<file path="config.mk">
export PLATFORM = sky130hd
export DESIGN_NAME = spi_param_rx
export DESIGN_NICKNAME = d
export VERILOG_FILES = /design/src/rtl/prx_pkg.sv /design/src/rtl/prx_sync.sv /design/src/rtl/prx_shifter.sv /design/src/rtl/prx_pair_fsm.sv /design/src/rtl/spi_param_rx.sv
export SDC_FILE = /design/constraint.sdc
export NUM_CORES = 1
export LEC_CHECK = 0
export ABC_AREA = 0
export CAP_MARGIN = 25
export CORE_ASPECT_RATIO = 1.4
export CORE_MARGIN = 1.5
export CORE_UTILIZATION = 50
export CTS_CLUSTER_DIAMETER = 120
export DETAILED_ROUTE_END_ITERATION = 10
export PLACE_DENSITY = 0.69
export RECOVER_POWER = 25
export REMOVE_ABC_BUFFERS = 1
export SLEW_MARGIN = 20
export SYNTH_ARGS = -nofsm -noshare
export SYNTH_HDL_FRONTEND = slang
export SYNTH_HIERARCHICAL = 1
export SYNTH_SLANG_ARGS = --single-unit
</file>
<file path="constraint.sdc">
create_clock -name clk -period 2.18 [get_ports clk]
set_clock_uncertainty 0.1 [all_clocks]
set_input_delay 0.436 -clock clk [delete_from_list [all_inputs] [get_ports clk]]
set_output_delay 0.436 -clock clk [all_outputs]
set_load 0.005 [all_outputs]
</file>
<file path="src/rtl/prx_pkg.sv">
`timescale 1ns/1ps
package prx_pkg;
    typedef enum logic [0:0] {
        PS_ADDR = 1'b0,
        PS_DATA = 1'b1
    } pair_state_t;
endpackage

</file>
<file path="src/rtl/prx_sync.sv">
`timescale 1ns/1ps
module prx_sync #(
    parameter int               WIDTH   = 3,
    parameter int               STAGES  = 2,
    parameter logic [WIDTH-1:0] RST_VAL = '0
) (
    input  logic             clk,
    input  logic             rst_n,
    input  logic [WIDTH-1:0] d,
    output logic [WIDTH-1:0] q
);
    logic [WIDTH-1:0] stg [STAGES];

    always_ff @(posedge clk or negedge rst_n) begin
        if (!rst_n) begin
            for (int i = 0; i < STAGES; i++) stg[i] <= RST_VAL;
        end else begin
            stg[0] <= d;
            for (int i = 1; i < STAGES; i++) stg[i] <= stg[i-1];
        end
    end

    assign q = stg[STAGES-1];
endmodule

</file>
<file path="src/rtl/prx_shifter.sv">
`timescale 1ns/1ps
module prx_shifter #(
    parameter int WORD_W = 16,
    localparam int CNT_W = $clog2(WORD_W)
) (
    input  logic              clk,
    input  logic              rst_n,
    input  logic              sel,
    input  logic              sel_fall,
    input  logic              sclk_rise,
    input  logic              mosi_s,
    output logic              word_vld,
    output logic [WORD_W-1:0] word,
    output logic              frag_abort,
    output logic              miso
);
    localparam logic [CNT_W-1:0] LAST_BIT = CNT_W'(WORD_W - 1);

    logic [CNT_W-1:0]  bit_cnt;
    logic [WORD_W-1:0] shreg;
    logic [WORD_W-1:0] echo_q;
    logic [WORD_W-1:0] shifted;

    assign shifted = {shreg[WORD_W-2:0], mosi_s};

    always_ff @(posedge clk or negedge rst_n) begin
        if (!rst_n) begin
            bit_cnt  <= '0;
            shreg    <= '0;
            echo_q   <= '0;
            word_vld <= 1'b0;
        end else begin
            word_vld <= 1'b0;
            if (!sel) begin
                bit_cnt <= '0;
            end else if (sclk_rise) begin
                shreg <= shifted;
                if (bit_cnt == LAST_BIT) begin
                    bit_cnt  <= '0;
                    word_vld <= 1'b1;
                    echo_q   <= shifted;
                end else begin
                    bit_cnt <= bit_cnt + 1'b1;
                end
            end
        end
    end

    always_ff @(posedge clk or negedge rst_n) begin
        if (!rst_n) miso <= 1'b0;
        else if (!sel) miso <= 1'b0;
        else miso <= echo_q[LAST_BIT - bit_cnt];
    end

    assign word       = echo_q;
    assign frag_abort = sel_fall && (bit_cnt != '0);

    // the bit position restarts whenever the slave is deselected
    a_r2_cnt_cleared: assert property (@(posedge clk) disable iff (!rst_n)
        !sel |=> (bit_cnt == '0));
    // a word completes only after the last bit position
    a_r1_full_word: assert property (@(posedge clk) disable iff (!rst_n)
        word_vld |-> ($past(bit_cnt) == LAST_BIT));
    // echo line stays low while deselected
    a_r8_miso_idle: assert property (@(posedge clk) disable iff (!rst_n)
        !sel |=> !miso);
endmodule

</file>
<file path="src/rtl/prx_pair_fsm.sv">
`timescale 1ns/1ps
module prx_pair_fsm
    import prx_pkg::*;
#(
    parameter int                WORD_W   = 16,
    parameter logic [WORD_W-1:0] END_CODE = '1
) (
    input  logic              clk,
    input  logic              rst_n,
    input  logic              word_vld,
    input  logic [WORD_W-1:0] word,
    input  logic              frag_abort,
    input  logic              sel_fall,
    output logic              wr_en,
    output logic [WORD_W-1:0] wr_addr,
    output logic [WORD_W-1:0] wr_data,
    output logic              seq_done,
    output logic              link_err
);
    pair_state_t       state, nxt;
    logic [WORD_W-1:0] addr_q;
    logic              abort;
    logic              is_end;

    assign is_end = (word == END_CODE);
    assign abort  = frag_abort || (sel_fall && (state == PS_DATA));

    always_comb begin
        nxt = state;
        unique case (state)
            PS_ADDR: if (word_vld && !is_end) nxt = PS_DATA;
            PS_DATA: if (word_vld) nxt = PS_ADDR;
            default: nxt = PS_ADDR;
        endcase
        if (abort) nxt = PS_ADDR;
    end

    always_ff @(posedge clk or negedge rst_n) begin
        if (!rst_n) state <= PS_ADDR;
        else        state <= nxt;
    end

    always_ff @(posedge clk or negedge rst_n) begin
        if (!rst_n) begin
            wr_en    <= 1'b0;
            seq_done <= 1'b0;
            link_err <= 1'b0;
            addr_q   <= '0;
            wr_addr  <= '0;
            wr_data  <= '0;
        end else begin
            wr_en    <= 1'b0;
            seq_done <= 1'b0;
            if (word_vld) begin
                unique case (state)
                    PS_ADDR: begin
                        if (is_end) begin
                            seq_done <= 1'b1;
                            link_err <= 1'b0;
                        end else begin
                            addr_q <= word;
                        end
                    end
                    PS_DATA: begin
                        wr_en   <= 1'b1;
                        wr_addr <= addr_q;
                        wr_data <= word;
                    end
                    default: ;
                endcase
            end
            if (abort) link_err <= 1'b1;
        end
    end

    // write strobe lasts one cycle
    a_r3_wr_one_cycle: assert property (@(posedge clk) disable iff (!rst_n)
        wr_en |=> !wr_en);
    // completion never coincides with a write
    a_r4_done_no_wr: assert property (@(posedge clk) disable iff (!rst_n)
        seq_done |-> !wr_en);
    // completion pulse lasts one cycle
    a_r4_done_one_cycle: assert property (@(posedge clk) disable iff (!rst_n)
        seq_done |=> !seq_done);
    // an abort returns the decoder to the address slot and flags it
    a_r6_abort_recovers: assert property (@(posedge clk) disable iff (!rst_n)
        abort |=> ((state == PS_ADDR) && link_err));
    // completion clears the error flag
    a_r7_done_clears: assert property (@(posedge clk) disable iff (!rst_n)
        seq_done |-> !link_err);
endmodule

</file>
<file path="src/rtl/spi_param_rx.sv">
`timescale 1ns/1ps
module spi_param_rx #(
    parameter int                WORD_W      = 16,
    parameter int                SYNC_STAGES = 2,
    parameter logic [WORD_W-1:0] END_CODE    = '1
) (
    input  logic              clk,
    input  logic              rst_n,
    input  logic              spi_sclk,
    input  logic              spi_cs_n,
    input  logic              spi_mosi,
    output logic              spi_miso,
    output logic              wr_en,
    output logic [WORD_W-1:0] wr_addr,
    output logic [WORD_W-1:0] wr_data,
    output logic              seq_done,
    output logic              link_err
);
    logic [2:0]        pins_s;
    logic              cs_n_s, sclk_s, mosi_s;
    logic              sclk_d, sel_d;
    logic              sel, sel_fall, sclk_rise;
    logic              word_vld, frag_abort;
    logic [WORD_W-1:0] word;

    prx_sync #(
        .WIDTH   (3),
        .STAGES  (SYNC_STAGES),
        .RST_VAL (3'b100)
    ) u_sync (
        .clk   (clk),
        .rst_n (rst_n),
        .d     ({spi_cs_n, spi_sclk, spi_mosi}),
        .q     (pins_s)
    );

    assign {cs_n_s, sclk_s, mosi_s} = pins_s;
    assign sel = !cs_n_s;

    always_ff @(posedge clk or negedge rst_n) begin
        if (!rst_n) begin
            sclk_d <= 1'b0;
            sel_d  <= 1'b0;
        end else begin
            sclk_d <= sclk_s;
            sel_d  <= sel;
        end
    end

    assign sclk_rise = sclk_s && !sclk_d;
    assign sel_fall  = sel_d && !sel;

    prx_shifter #(
        .WORD_W (WORD_W)
    ) u_shift (
        .clk        (clk),
        .rst_n      (rst_n),
        .sel        (sel),
        .sel_fall   (sel_fall),
        .sclk_rise  (sclk_rise),
        .mosi_s     (mosi_s),
        .word_vld   (word_vld),
        .word       (word),
        .frag_abort (frag_abort),
        .miso       (spi_miso)
    );

    prx_pair_fsm #(
        .WORD_W   (WORD_W),
        .END_CODE (END_CODE)
    ) u_fsm (
        .clk        (clk),
        .rst_n      (rst_n),
        .word_vld   (word_vld),
        .word       (word),
        .frag_abort (frag_abort),
        .sel_fall   (sel_fall),
        .wr_en      (wr_en),
        .wr_addr    (wr_addr),
        .wr_data    (wr_data),
        .seq_done   (seq_done),
        .link_err   (link_err)
    );
endmodule

</file>
Word-level counts from Yosys, hierarchy flattened. Index checks and enable logic that the tools add are counted.

Word-level logic and storage cells: 65. Output and inout port bits: 36. Flip-flop bits (word level): 97. Input port bits: 5.

Eq/ne operators: 3. Bitwise logic cells: 3. Order comparisons: 1. Add/sub/neg operators: 2. Muxes and demuxes: 22. Reductions and logical operators: 18.

Operators with widths (count): $mux W1 (17); $eq A16 B16 Y1 const B (1); $mux W4 (3); $reduce_and A3 Y1 (3); $reduce_bool A2 Y1 (3); $logic_and A1 B1 Y1 (5); $lt A4 B5 Y1 const B (1); $add A4 B1 Y4 const B (1); $bmux W1 S4 (1); $eq A4 B4 Y1 const B (1); $reduce_and A2 Y1 (2); $reduce_bool A4 Y1 (1); $sub A4 B4 Y4 const A (1); $logic_not A1 Y1 (3); $not A1 Y1 (3); $ne A2 B2 Y1 const B (1); $pmux W1 S2 (1); $logic_or A1 B1 Y1 (1).

Depth between registers and ports, before layout. Gate-level depths: netlist of the first run.

Depth after elaboration: 6. Mapped depth: 7.

Modules after synthesis. Netlist of the first run, hierarchy kept.

By module, submodules not included: prx_pair_fsm (area each 2019.4 um^2, times used 1, seq. area each 1301.2 um^2, cells an instance 119); prx_shifter (area each 1626.6 um^2, times used 1, seq. area each 925.9 um^2, cells an instance 104); prx_sync (area each 175.2 um^2, times used 1, seq. area each 152.6 um^2, cells an instance 9); spi_param_rx (area each 68.8 um^2, times used 1, seq. area each 50.0 um^2, cells an instance 5).

Worst setup path before layout of the first run. Ideal clock, no wire load.

Path kind: reg-to-reg. From: reg u_shift.echo_q[14] (netlist: u_shift/word[14]). To: reg u_fsm.addr_q[10]. Cell stages (with the launch flop): 7. Required time: 1955 ps. Setup time: 125 ps. Arrival: 1490 ps. Clock period less this slack: 1715 ps. Setup slack: 465 ps. Buffers on the path: 2. Cells stage by stage: dfrtp_1 > nand4_1 > nor4_2 > or3b_1 > buf_6 > buf_12 > mux2_4.

Word-level cells in the longest chain between the ends: 3.

RTL lines: start: declaration (line prx_shifter.sv:21) `logic [WORD_W-1:0] echo_q;`; start signal: assignment (line prx_shifter.sv:41) `echo_q <= shifted;`; $eq A16 B16 Y1 (line prx_pair_fsm.sv:25) `assign is_end = (word == END_CODE);`; $not A1 Y1 (no line); $reduce_and A3 Y1 (no line); end signal: assignment (line prx_pair_fsm.sv:61) `addr_q <= word;`; end: declaration (line prx_pair_fsm.sv:21) `logic [WORD_W-1:0] addr_q;`.

Every way passes these cells. A chain may end at the register's enable or synchronous reset.

Worst setup path after layout of the first run.
From: reg u_shift.echo_q[14] (netlist: u_shift/word[14]). To: reg u_fsm.addr_q[3].

The elaborated chain is that of the path after synthesis.

==> results of run 1 <==
==> layout by cell type, fill, tap and decap left out, drive strengths merged <==
| cell | count |
|---|---|
| dfrtp | 95 |
| mux2 | 80 |
| clkdlybuf4s50 | 36 |
| clkbuf | 16 |
| buf | 11 |
| nand2 | 5 |
| mux4 | 5 |
| and2 | 4 |
| dlygate4sd3 | 4 |
| nand4 | 4 |
| inv | 3 |
| clkinv | 3 |
| mux2i | 3 |
| nor2 | 3 |
| nand3 | 2 |
| o21ai | 2 |
| ha | 2 |
| dfstp | 2 |
| nor2b | 2 |
| nor4 | 1 |
| and3b | 1 |
| or3b | 1 |
| nand2b | 1 |
| a221oi | 1 |
| o21a | 1 |
| a211o | 1 |
| bufinv | 1 |
| a21boi | 1 |
| o31ai | 1 |
| xnor2 | 1 |
| a21oi | 1 |
| o41ai | 1 |
==> cell families after synthesis <==
| kind of cell | Yosys count |
|---|---|
| muxes | 88 |
| xor gates and xnor gates | 1 |
| adders and majority gates | 2 |
| DFF | 97 |
| and+or+nand+nor | 24 |
| buffers and inverters | 16 |
| AOI/OAI and AO/OA | 9 |
==> layer usage <==
layer	track usage (%)	vias to the layer above	wire, um
li1	-	949	-
met1	23.8	1069	3000
met2	24.8	38	2980
met3	3.05	10	181
met4	11.3	0	129
met5	0	-	0
==> worst max path at each step <==
stage,start,endpoint,slack (ns),depth (start not counted)
floorplan,u_shift/word[14],u_fsm/addr_q[0],0.19,4
CTS,u_shift/word[14],u_fsm/addr_q[3],0.22,5
detailed placement,u_shift/word[14],u_fsm/addr_q[3],0.24,5
finish,u_shift/word[14],u_fsm/addr_q[3],0.22,5
global placement,u_shift/word[14],u_fsm/addr_q[0],0.29,5
global route,rst_n,u_fsm/wr_addr[10],0.06,3
==> layout make-up <==
| class | instances | area (um^2) |
|---|---|---|
| timing repair buffer | 54 | 499 |
| sequential | 97 | 2430 |
| inverter | 4 | 28.8 |
| clock inverter | 3 | 15.0 |
| clock buffer | 13 | 169 |
| tap | 97 | 121 |
| fill | 576 | 2850 |
| multi-input combinational | 124 | 1340 |
==> metrics by stage <==
stage | instances | util [%] | power, mW | hold slack (ns) | setup WS [ns]
2_1_floorplan | 225 | - | 2.03 | 0.0404 | 0.188
4_1_cts | 392 | 62.0 | 3.21 | 0.256 | 0.220
3_5_place_dp | 375 | 59.4 | 2.13 | 0.236 | 0.237
5_1_grt | 392 | 61.7 | 3.30 | 0.273 | 0.0572
3_3_place_gp | 375 | 59.4 | 2.12 | 0.235 | 0.291
6_report | 392 | 61.7 | 3.15 | 0.258 | 0.217
==> report_power, final <==
group          internal (mW)  switching (mW)
sequential              1.88          0.0673
clock                  0.503           0.563
combinational         0.0681          0.0675
total                   2.45           0.698
==> state kept, by name, summed over array words and instances (netlist names) <==
| name | count |
|---|---|
| u_fsm/addr_q | 16 |
| u_fsm/wr_addr | 16 |
| u_fsm/wr_data | 16 |
| u_shift/word | 16 |
| u_shift/shreg | 15 |
| u_shift/bit_cnt | 4 |
| u_sync/q | 3 |
| u_sync/stg | 3 |
| sclk_d | 1 |
| sel_d | 1 |
| u_fsm/link_err | 1 |
| u_fsm/seq_done | 1 |
| u_fsm/state | 1 |
| u_fsm/wr_en | 1 |
| u_shift/miso | 1 |
| u_shift/word_vld | 1 |
==> out/metrics.yaml, run 1 <==
logic_synthesis:
  syn_area_per_cell_um2: 16.4
  yosys.area_share.adder_pct: 0.643
  syn_inst: 237
  yosysWarnings: 6
  synth-simple-area-share_pct: 3.99
  syn-cell-area_um2: 3890
  ys_seq_area_share_pct: 62.5
  synthXorXnorAreaFrac_pct: 0.225
  synth.distinct_cells: 39
  ys_async_sr_fraction_pct: 100
  yosysTopAreaCell: "dfrtp_1"
  yosys-top-cells-count: "dfrtp_1 (95), mux2_2 (40), mux2_1 (31)"
  yosys-top-cells-area: "dfrtp_1 (61%), mux2_2 (12%), mux2_1 (9.0%)"
  ys_seq_elements: 97
  synth_compound_area_share_pct: 1.64
  synthMuxAreaShare_pct: 27.9
  yosysMostFrequentCell: "dfrtp_1"
  synth_ff_type: "dfrtp_1"
  synth_top_cell_area_share_pct: 61.1
  synth_edf_count: 0
  synth_top_family_by_area: "multiplexers"
floorplanning:
  io_pins: 41
  die_h_um: 107
  die_w_um: 77.5
  row_count: 37
  start_util_pct: 52.2
  core_area_um2: 7450
  dieArea_um2: 8330
critical_path:
  path_cells: "nand4_1, nor4_2, or3b_1, buf_4, mux2_2"
  r2r_end: "u_fsm/addr_q[3]"
  path_class: "reg -> reg"
  slowest_delay_ns: 0.46
  critPathLaunchType: "register"
  r2r_cells: 5
  endpoint_kind: "register"
  critPathMaxFanout: 12
  cp.required_ns: 2.33
  r2r_start: "u_shift/word[14]"
  reg2reg_slack_ns: 0.22
  path_buf_inv: 1
  crit_family: "simple AND/OR/NAND/NOR gates"
  cp_slowest_cell: "dfrtp_1"
  arrival_ns: 2.11
power_and_ir_drop:
  leakage_nw: 2.28
  peakVddDrop_uv: 409
  p_per_area_nw_per_um2: 685
timing:
  rsz0062_at_grt: "no"
  max_freq_ghz: 0.510
  setup_tns_ns: 0
  slew_headroom_pct: 31.3
  tightest_slew_ns: 1.03
  finalMaxSlewViolations: 0
  post-route-min-period_ns: 1.96
  hold_violations: 0
  fin_crit_sh_pct: 90.0
  setup-violations-final: 0
clock_network:
  clk-insertion-delay-late_ns: 0.36
  clkTransAtPathRegs_ns: 0.08
  cts_resized: 0
  postCtsHoldBufs: 1
  clkSinkCount: 97
  cts-root-buf: "clkbuf_8"
  cts_buffers: 9
  cts_max_level: 3
  ctsLongestPathBuffers: 2
  cts_tree: "done"
  cts_setup_buffers: 0
detailed_routing:
  drc_errors: 0
  drtIter0Drc: 124
  wire_per_inst_um: 16.0
  drtPass1Iterations: 4
  avgViaCountPerCell: 5.27
  wl_um: 6290
  vias: 2066
  drt.antenna.violating_nets: 0
place:
  dpl.hpwl_um: 4430
  gp_congestion: 0.791
  place_area_um2: 4430
  port_buffers: 40
final_layout:
  antenna_cells: 0
  final_area_um2: 4600
  nNetsFinal: 297
  drive_gt1_share_pct: 30.2
  syn2layout_area_growth_pct: 18.3
hold_path:
  min_path_type: "reg -> reg"
  hp-start: "u_sync/stg[5]"
  whs_path_depth: 0
  holdPathEnd: "u_sync/q[2]"
run_status:
  status: "finished clean"
global_routing:
  antenna_found_initial: 0
  grt_pass1_vias: 2082
  overflow: 0
  grt_pass1_wl_um: 10800
  grt_usage_pct: 17.2
  grt_max_degree: 37
job:
  drv_cap: 0
(Power assumes the default switching activity.)
==> run 2, diff against run 1 <==
--- a/config.mk
+++ b/config.mk
@@ -7,7 +7,6 @@
 export LEC_CHECK = 0
 export ABC_AREA = 0
 export CAP_MARGIN = 25
-export CORE_ASPECT_RATIO = 1.4
 export CORE_MARGIN = 1.5
 export CORE_UTILIZATION = 50
 export CTS_CLUSTER_DIAMETER = 120
==> run 2 against run 1 <==
Cell area up 1.1%. Routed wire length up 6.1%. Combinational power up 6%. Register-to-register slack better by 0.05 ns. Non-clock buffer count up 3. Clock-buffer cell count down 3. Sequential cell count unchanged. Highest routed layer unchanged.
==> out/metrics.yaml, run 2 (synthesized netlist as in run 1, its figures left out) <==
global_routing:
  grt_max_degree: 39  # was 37
  grt_usage_pct: 17.7  # was 17.2%
  grt_pass1_vias: 2124  # was 2,082
  grt_pass1_wl_um: 11100  # was 10,800 um
  antenna_found_initial: 0  # unchanged
  overflow: 0  # unchanged
power_and_ir_drop:
  peakVddDrop_uv: 392  # was 409 uV
  p_per_area_nw_per_um2: 686  # was 685 nW/um^2
  leakage_nw: 2.30  # was 2.28 nW
run_status:
  status: "finished clean"  # unchanged
final_layout:
  antenna_cells: 0  # unchanged
  fill_cells: 565  # was 576
  final_common_cell: "dfrtp_1"  # unchanged
  drive_gt1_share_pct: 31.2  # was 30.2%
  final_core_util_pct: 62.8  # was 61.7%
  mostFrequentLayoutCells: "dfrtp_1 (95), mux2_2 (40), clkdlybuf4s50_1 (36)"  # unchanged
  regArea_um2: 2430  # unchanged
  syn2layout_area_growth_pct: 19.6  # was 18.3%
  multi_input_area_um2: 1340  # unchanged
  nNetsFinal: 300  # was 297
detailed_routing:
  avgViaCountPerCell: 5.30  # was 5.27
  wire_per_inst_um: 16.8  # was 16.0 um
  drc_errors: 0  # unchanged
  drtPass1Iterations: 4  # unchanged
  drt.antenna.violating_nets: 0  # unchanged
  drtIter0Drc: 62  # was 124
  wl_um: 6680  # was 6290 um
  vias: 2104  # was 2,066
timing:
  setup_slack_ns: 0.271  # was 0.217 ns
  slew_headroom_pct: 35.9  # was 31.3%
  max_freq_ghz: 0.524  # was 0.510 GHz
  post-route-min-period_ns: 1.91  # was 1.96 ns
  tightest_slew_ns: 0.962  # was 1.03 ns
  fin_crit_sh_pct: 87.6  # was 90.0%
  holdWs_ns: 0.255  # was 0.258 ns
  finalMaxSlewViolations: 0  # unchanged
  hold_violations: 0  # unchanged
  setup_tns_ns: 0  # unchanged
  rsz0062_at_grt: "no"  # unchanged
  setup-violations-final: 0  # unchanged
critical_path:
  critPathLaunchType: "register"  # unchanged
  reg2reg_slack_ns: 0.27  # was 0.22 ns
  cp.required_ns: 2.32  # was 2.33 ns
  critPathMaxFanout: 11  # was 12
  cp_slowest_cell: "dfrtp_1"  # unchanged
  slowest_delay_ns: 0.46  # about the same
  path_class: "reg -> reg"  # unchanged
  path_cells: "nand4_1, nor4_2, or3b_1, buf_4, mux2_2"  # unchanged
  arrival_ns: 2.05  # was 2.11 ns
  endpoint_kind: "register"  # unchanged
floorplanning:
  io_pins: 41  # unchanged
  start_util_pct: 52.5  # was 52.2%
  row_count: 31  # was 37
  die_w_um: 91.2  # was 77.5 um
  core_area_um2: 7410  # was 7450 um^2
  dieArea_um2: 8320  # was 8330 um^2
  die_h_um: 91.2  # was 107 um
place:
  gp_congestion: 0.779  # was 0.791
  place_ws_ns: 0.290  # was 0.237 ns
  port_buffers: 40  # unchanged
  dpl.hpwl_um: 4610  # was 4430 um
clock_network:
  cts_tree: "done"  # unchanged
  cts_setup_buffers: 0  # unchanged
  cts_resized: 0  # unchanged
  postCtsHoldBufs: 1  # unchanged
  cts_max_level: 3  # unchanged
  cts-root-buf: "clkbuf_8"  # unchanged
  ctsLongestPathBuffers: 2  # unchanged
  clk-insertion-delay-late_ns: 0.35  # was 0.36 ns
  clkSinkCount: 97  # unchanged
  cts_buffers: 9  # unchanged
  clkTransAtPathRegs_ns: 0.09  # was 0.08 ns
job:
  drv_cap: 0  # unchanged
hold_path:
  min_path_type: "reg -> reg"  # unchanged
[run 2: cell types whose count changed in the layout (fill, tap and decap cells not counted), sizes merged]
cell,previous run,this run
buf,11,14
clkinvlp,0,2
clkbuf,16,13
bufinv,1,2
[run 2: final timing paths]
path,from,end,cells past startpoint
max in group asynchronous,rst_n,u_sync/stg[5],3
min reg2reg,u_sync/stg[4],u_sync/q[1],0
max,u_shift/word[10],u_fsm/addr_q[1],5
min in group asynchronous,rst_n,u_fsm/wr_addr[3],2
min,u_sync/stg[4],u_sync/q[1],0
max reg2reg,u_shift/word[10],u_fsm/addr_q[1],5
[run 2: worst max-delay path: cells and delay by family (launching register included)]
family                 cells  cell delay (ns)
and+or+nand+nor            3             0.66
DFF                        1             0.46
muxes                      1             0.35
buffers and inverters      1             0.22
[run 2: through the flow]
step,std cells,instance area [um^2],power (mW)
6_report,397,4650,3.19
5_1_grt,397,4650,3.34
4_1_cts,397,4660,3.24
3_5_place_dp,380,4460,2.13
3_3_place_gp,380,4460,2.12
2_1_floorplan,225,3800,2.03
[run 2: cell type report]
cell class / instances / area share, %
Clock buffer: 10 / 2.74
Multi-Input combinational cell: 124 / 28.7
Tap cell: 99 / 2.66
Inverter: 4 / 0.618
Clock inverter: 6 / 1.29
Sequential cell: 97 / 52.2
Timing Repair Buffer: 57 / 11.7
[run 2: power breakdown]
group          internal [mW]  switching [mW]  leakage (nW)
logic                 0.0716          0.0720         0.893
registers               1.88          0.0600          1.32
clock network          0.524           0.582        0.0920
total                   2.48           0.714          2.30
[run 2: per-layer routing]
metal	up-vias	global-route usage [%]	share of wire [%]
li1	957	-	-
met2	35	25.2	45
met1	1100	25.9	50
met5	-	0	0
met4	0	8.98	2.2
met3	12	3.02	2.2
==> run 3, diff against run 2 <==
--- a/config.mk
+++ b/config.mk
@@ -11,7 +11,7 @@
 export CORE_UTILIZATION = 50
 export CTS_CLUSTER_DIAMETER = 120
 export DETAILED_ROUTE_END_ITERATION = 10
-export PLACE_DENSITY = 0.69
+export PLACE_DENSITY = 0.79
 export RECOVER_POWER = 25
 export REMOVE_ABC_BUFFERS = 1
 export SLEW_MARGIN = 20
==> constraint.sdc (replaced) <==
create_clock -name clk -period 2.18 [get_ports clk]
set_clock_uncertainty 0.1 [all_clocks]
set_input_delay 0.436 -clock clk [delete_from_list [all_inputs] [get_ports clk]]
set_output_delay 0.436 -clock clk [all_outputs]
set_load 0.1 [all_outputs]
==> run 3 against run 2 <==
Total power is 1.5% higher. Sequential cell count stayed put. Sequential share of layout area increased by 1.3 points. Global-route usage is 0.29 points lower. Die area unchanged. Cell area decreased by 2.4%. Critical endpoint is now u_fsm/wr_addr[4]. Hold slack worse by 0.00065 ns. Via count down 1.6%. Largest cell class unchanged. Routed wire length fell by 3.0%. Register-to-register slack is essentially flat.
==> out/metrics.yaml, run 3 (synthesized netlist as in run 1, its figures left out) <==
detailed_routing:
  drtIter0Drc: 101  # was 62
  drc_errors: 0  # unchanged
  drtPass1Iterations: 4  # unchanged
  drt.antenna.violating_nets: 0  # unchanged
  wl_um: 6480  # was 6680 um
  vias: 2071  # was 2,104
  avgViaCountPerCell: 5.24  # was 5.30
  wire_per_inst_um: 16.4  # was 16.8 um
floorplanning:
  die_h_um: 91.2  # unchanged
  start_util_pct: 52.5  # unchanged
  io_pins: 41  # unchanged
  dieArea_um2: 8320  # unchanged
  core_area_um2: 7410  # unchanged
  row_count: 31  # unchanged
  die_w_um: 91.2  # unchanged
critical_path:
  critPathLaunchType: "register"  # unchanged
  path_class: "reg -> reg"  # unchanged
  cp_slowest_cell: "clkbuf_1"  # was dfrtp_1
  slowest_delay_ns: 0.73  # was 0.46 ns
  r2r_end: "u_fsm/wr_addr[4]"  # was u_fsm/addr_q[1]
  endpoint_kind: "register"  # unchanged
  cp.required_ns: 2.31  # was 2.32 ns
  path_buf_inv: 1  # unchanged
  arrival_ns: 2.05  # about the same
  r2r_cells: 3  # was 5
  path_cells: "nand2_1, clkbuf_1, mux2_2"  # was nand4_1, nor4_2, or3b_1, buf_4, mux2_2
  reg2reg_slack_ns: 0.26  # was 0.27 ns
  r2r_start: "u_fsm/state"  # was u_shift/word[10]
  critPathMaxFanout: 17  # was 11
  crit_family: "buffers and inverters"  # was simple AND/OR/NAND/NOR gates
clock_network:
  cts_tree: "done"  # unchanged
  cts_resized: 0  # unchanged
  clk-insertion-delay-late_ns: 0.35  # about the same
  cts_max_level: 3  # unchanged
  clkTransAtPathRegs_ns: 0.08  # was 0.09 ns
  cts-root-buf: "clkbuf_8"  # unchanged
  ctsLongestPathBuffers: 2  # unchanged
  clkSinkCount: 97  # unchanged
  cts_buffers: 9  # unchanged
final_layout:
  syn2layout_area_growth_pct: 16.7  # was 19.6%
  nNetsFinal: 299  # was 300
  final_area_um2: 4540  # was 4650 um^2
  antenna_cells: 0  # unchanged
  final_common_cell: "dfrtp_1"  # unchanged
  layout.cells.non_filler: 395  # was 397
  mostFrequentLayoutCells: "dfrtp_1 (95), buf_4 (49), mux2_2 (40)"  # was dfrtp_1 (95), mux2_2 (40), clkdlybuf4s50_1 (36)
  drive_gt1_share_pct: 42.2  # was 31.2%
timing:
  post-route-min-period_ns: 1.92  # was 1.91 ns
  fin_crit_sh_pct: 88.1  # was 87.6%
  setup-violations-final: 0  # unchanged
  finalMaxSlewViolations: 0  # unchanged
  max_freq_ghz: 0.521  # was 0.524 GHz
  setup_tns_ns: 0  # unchanged
  tightest_slew_ns: 0.975  # was 0.962 ns
  slew_headroom_pct: 35.0  # was 35.9%
  rsz0062_at_grt: "no"  # unchanged
  hold_violations: 0  # unchanged
place:
  port_buffers: 40  # unchanged
  dpl.hpwl_um: 4650  # was 4610 um
  dp_cells: 379  # was 380
  place_area_um2: 4350  # was 4460 um^2
  gp_congestion: 0.755  # was 0.779
global_routing:
  overflow: 0  # unchanged
  grt_usage_pct: 17.4  # was 17.7%
  grt_pass1_wl_um: 11200  # was 11,100 um
  antenna_found_initial: 0  # unchanged
  grt_max_degree: 37  # was 39
  grt_pass1_vias: 2209  # was 2,124
hold_path:
  holdPathEnd: "u_sync/q[0]"  # was u_sync/q[1]
  hp-start: "u_sync/stg[3]"  # was u_sync/stg[4]
  whs_path_depth: 0  # unchanged
  min_path_type: "reg -> reg"  # unchanged
power_and_ir_drop:
  p_per_area_nw_per_um2: 714  # was 686 nW/um^2
  leakage_nw: 2.37  # was 2.30 nW
  p_total_mw: 3.24  # was 3.19 mW
  peakVddDrop_uv: 313  # was 392 uV
run_status:
  status: "finished clean"  # unchanged
job:
  drv_cap: 0  # unchanged
==> run 3: changes by cell type in the layout (fill, tap and decap cells not counted) <==
cell | previous run | this run
clkbuf_4 | 0 | 1
dfstp_2 | 2 | 1
buf_12 | 2 | 0
buf_4 | 12 | 49
clkinv_2 | 3 | 2
clkbuf_2 | 3 | 1
clkbuf_8 | 9 | 11
clkinvlp_4 | 2 | 0
and2_0 | 1 | 0
and2_1 | 3 | 4
dfstp_1 | 0 | 1
clkbuf_1 | 1 | 2
clkdlybuf4s50_1 | 36 | 0
==> run 3: repair_timing <==
action	CTS	global route
hold buffers	1	0
hold endpoints to repair	26	0
buffers inserted	0	0
==> run 3: worst max-delay path by stage <==
stage / end / slack, ns / cells past startpoint / startpoint
after detailed placement: u_fsm/addr_q[15] / 0.30 / 5 / u_shift/word[14]
after floorplan: u_fsm/addr_q[0] / 0.19 / 4 / u_shift/word[14]
after CTS: u_fsm/addr_q[3] / 0.26 / 5 / u_shift/word[14]
after global routing: u_fsm/wr_data[10] / 0.12 / 3 / rst_n
after global placement: u_fsm/addr_q[15] / 0.37 / 5 / u_shift/word[14]
final: u_fsm/wr_addr[4] / 0.26 / 3 / u_fsm/state
==> run 3: power by group <==
| group | internal (mW) | switching (mW) |
|---|---|---|
| registers | 1.88 | 0.0620 |
| clock network | 0.584 | 0.551 |
| logic | 0.0673 | 0.0938 |
==> run 3: layout make-up <==
| type | instances | area, um^2 |
|---|---|---|
| Timing Repair Buffer | 56 | 424 |
| Multi-Input combinational cell | 124 | 1340 |
| Clock inverter | 3 | 40.0 |
| Fill cell | 574 | 2870 |
| Inverter | 4 | 28.8 |
| Clock buffer | 12 | 155 |
| Sequential cell | 97 | 2430 |
| Tap cell | 99 | 124 |
==> run 3: through the flow <==
step	setup WS [ns]	utilization [%]	hold WS [ns]
6_report	0.259	61.3	0.254
5_1_grt	0.123	61.3	0.267
4_1_cts	0.257	61.5	0.256
3_5_place_dp	0.300	58.8	0.237
3_3_place_gp	0.369	58.8	0.235
2_1_floorplan	0.188	-	0.0404
==> run 3: worst register-to-register path, delay by kind of cell (launching register included) <==
kind                   cells  cell delay, ns
muxes                      1            0.43
DFF                        1            0.44
buffers and inverters      1            0.73
and+or+nand+nor            1            0.11
==> run 3: layer usage <==
metal | GRT usage, % | up-vias | wire length [um]
met5 | 0 | - | 0
met4 | 8.20 | 0 | 155
met2 | 26.6 | 48 | 3100
li1 | - | 956 | -
met1 | 24.3 | 1054 | 3010
met3 | 2.85 | 13 | 204
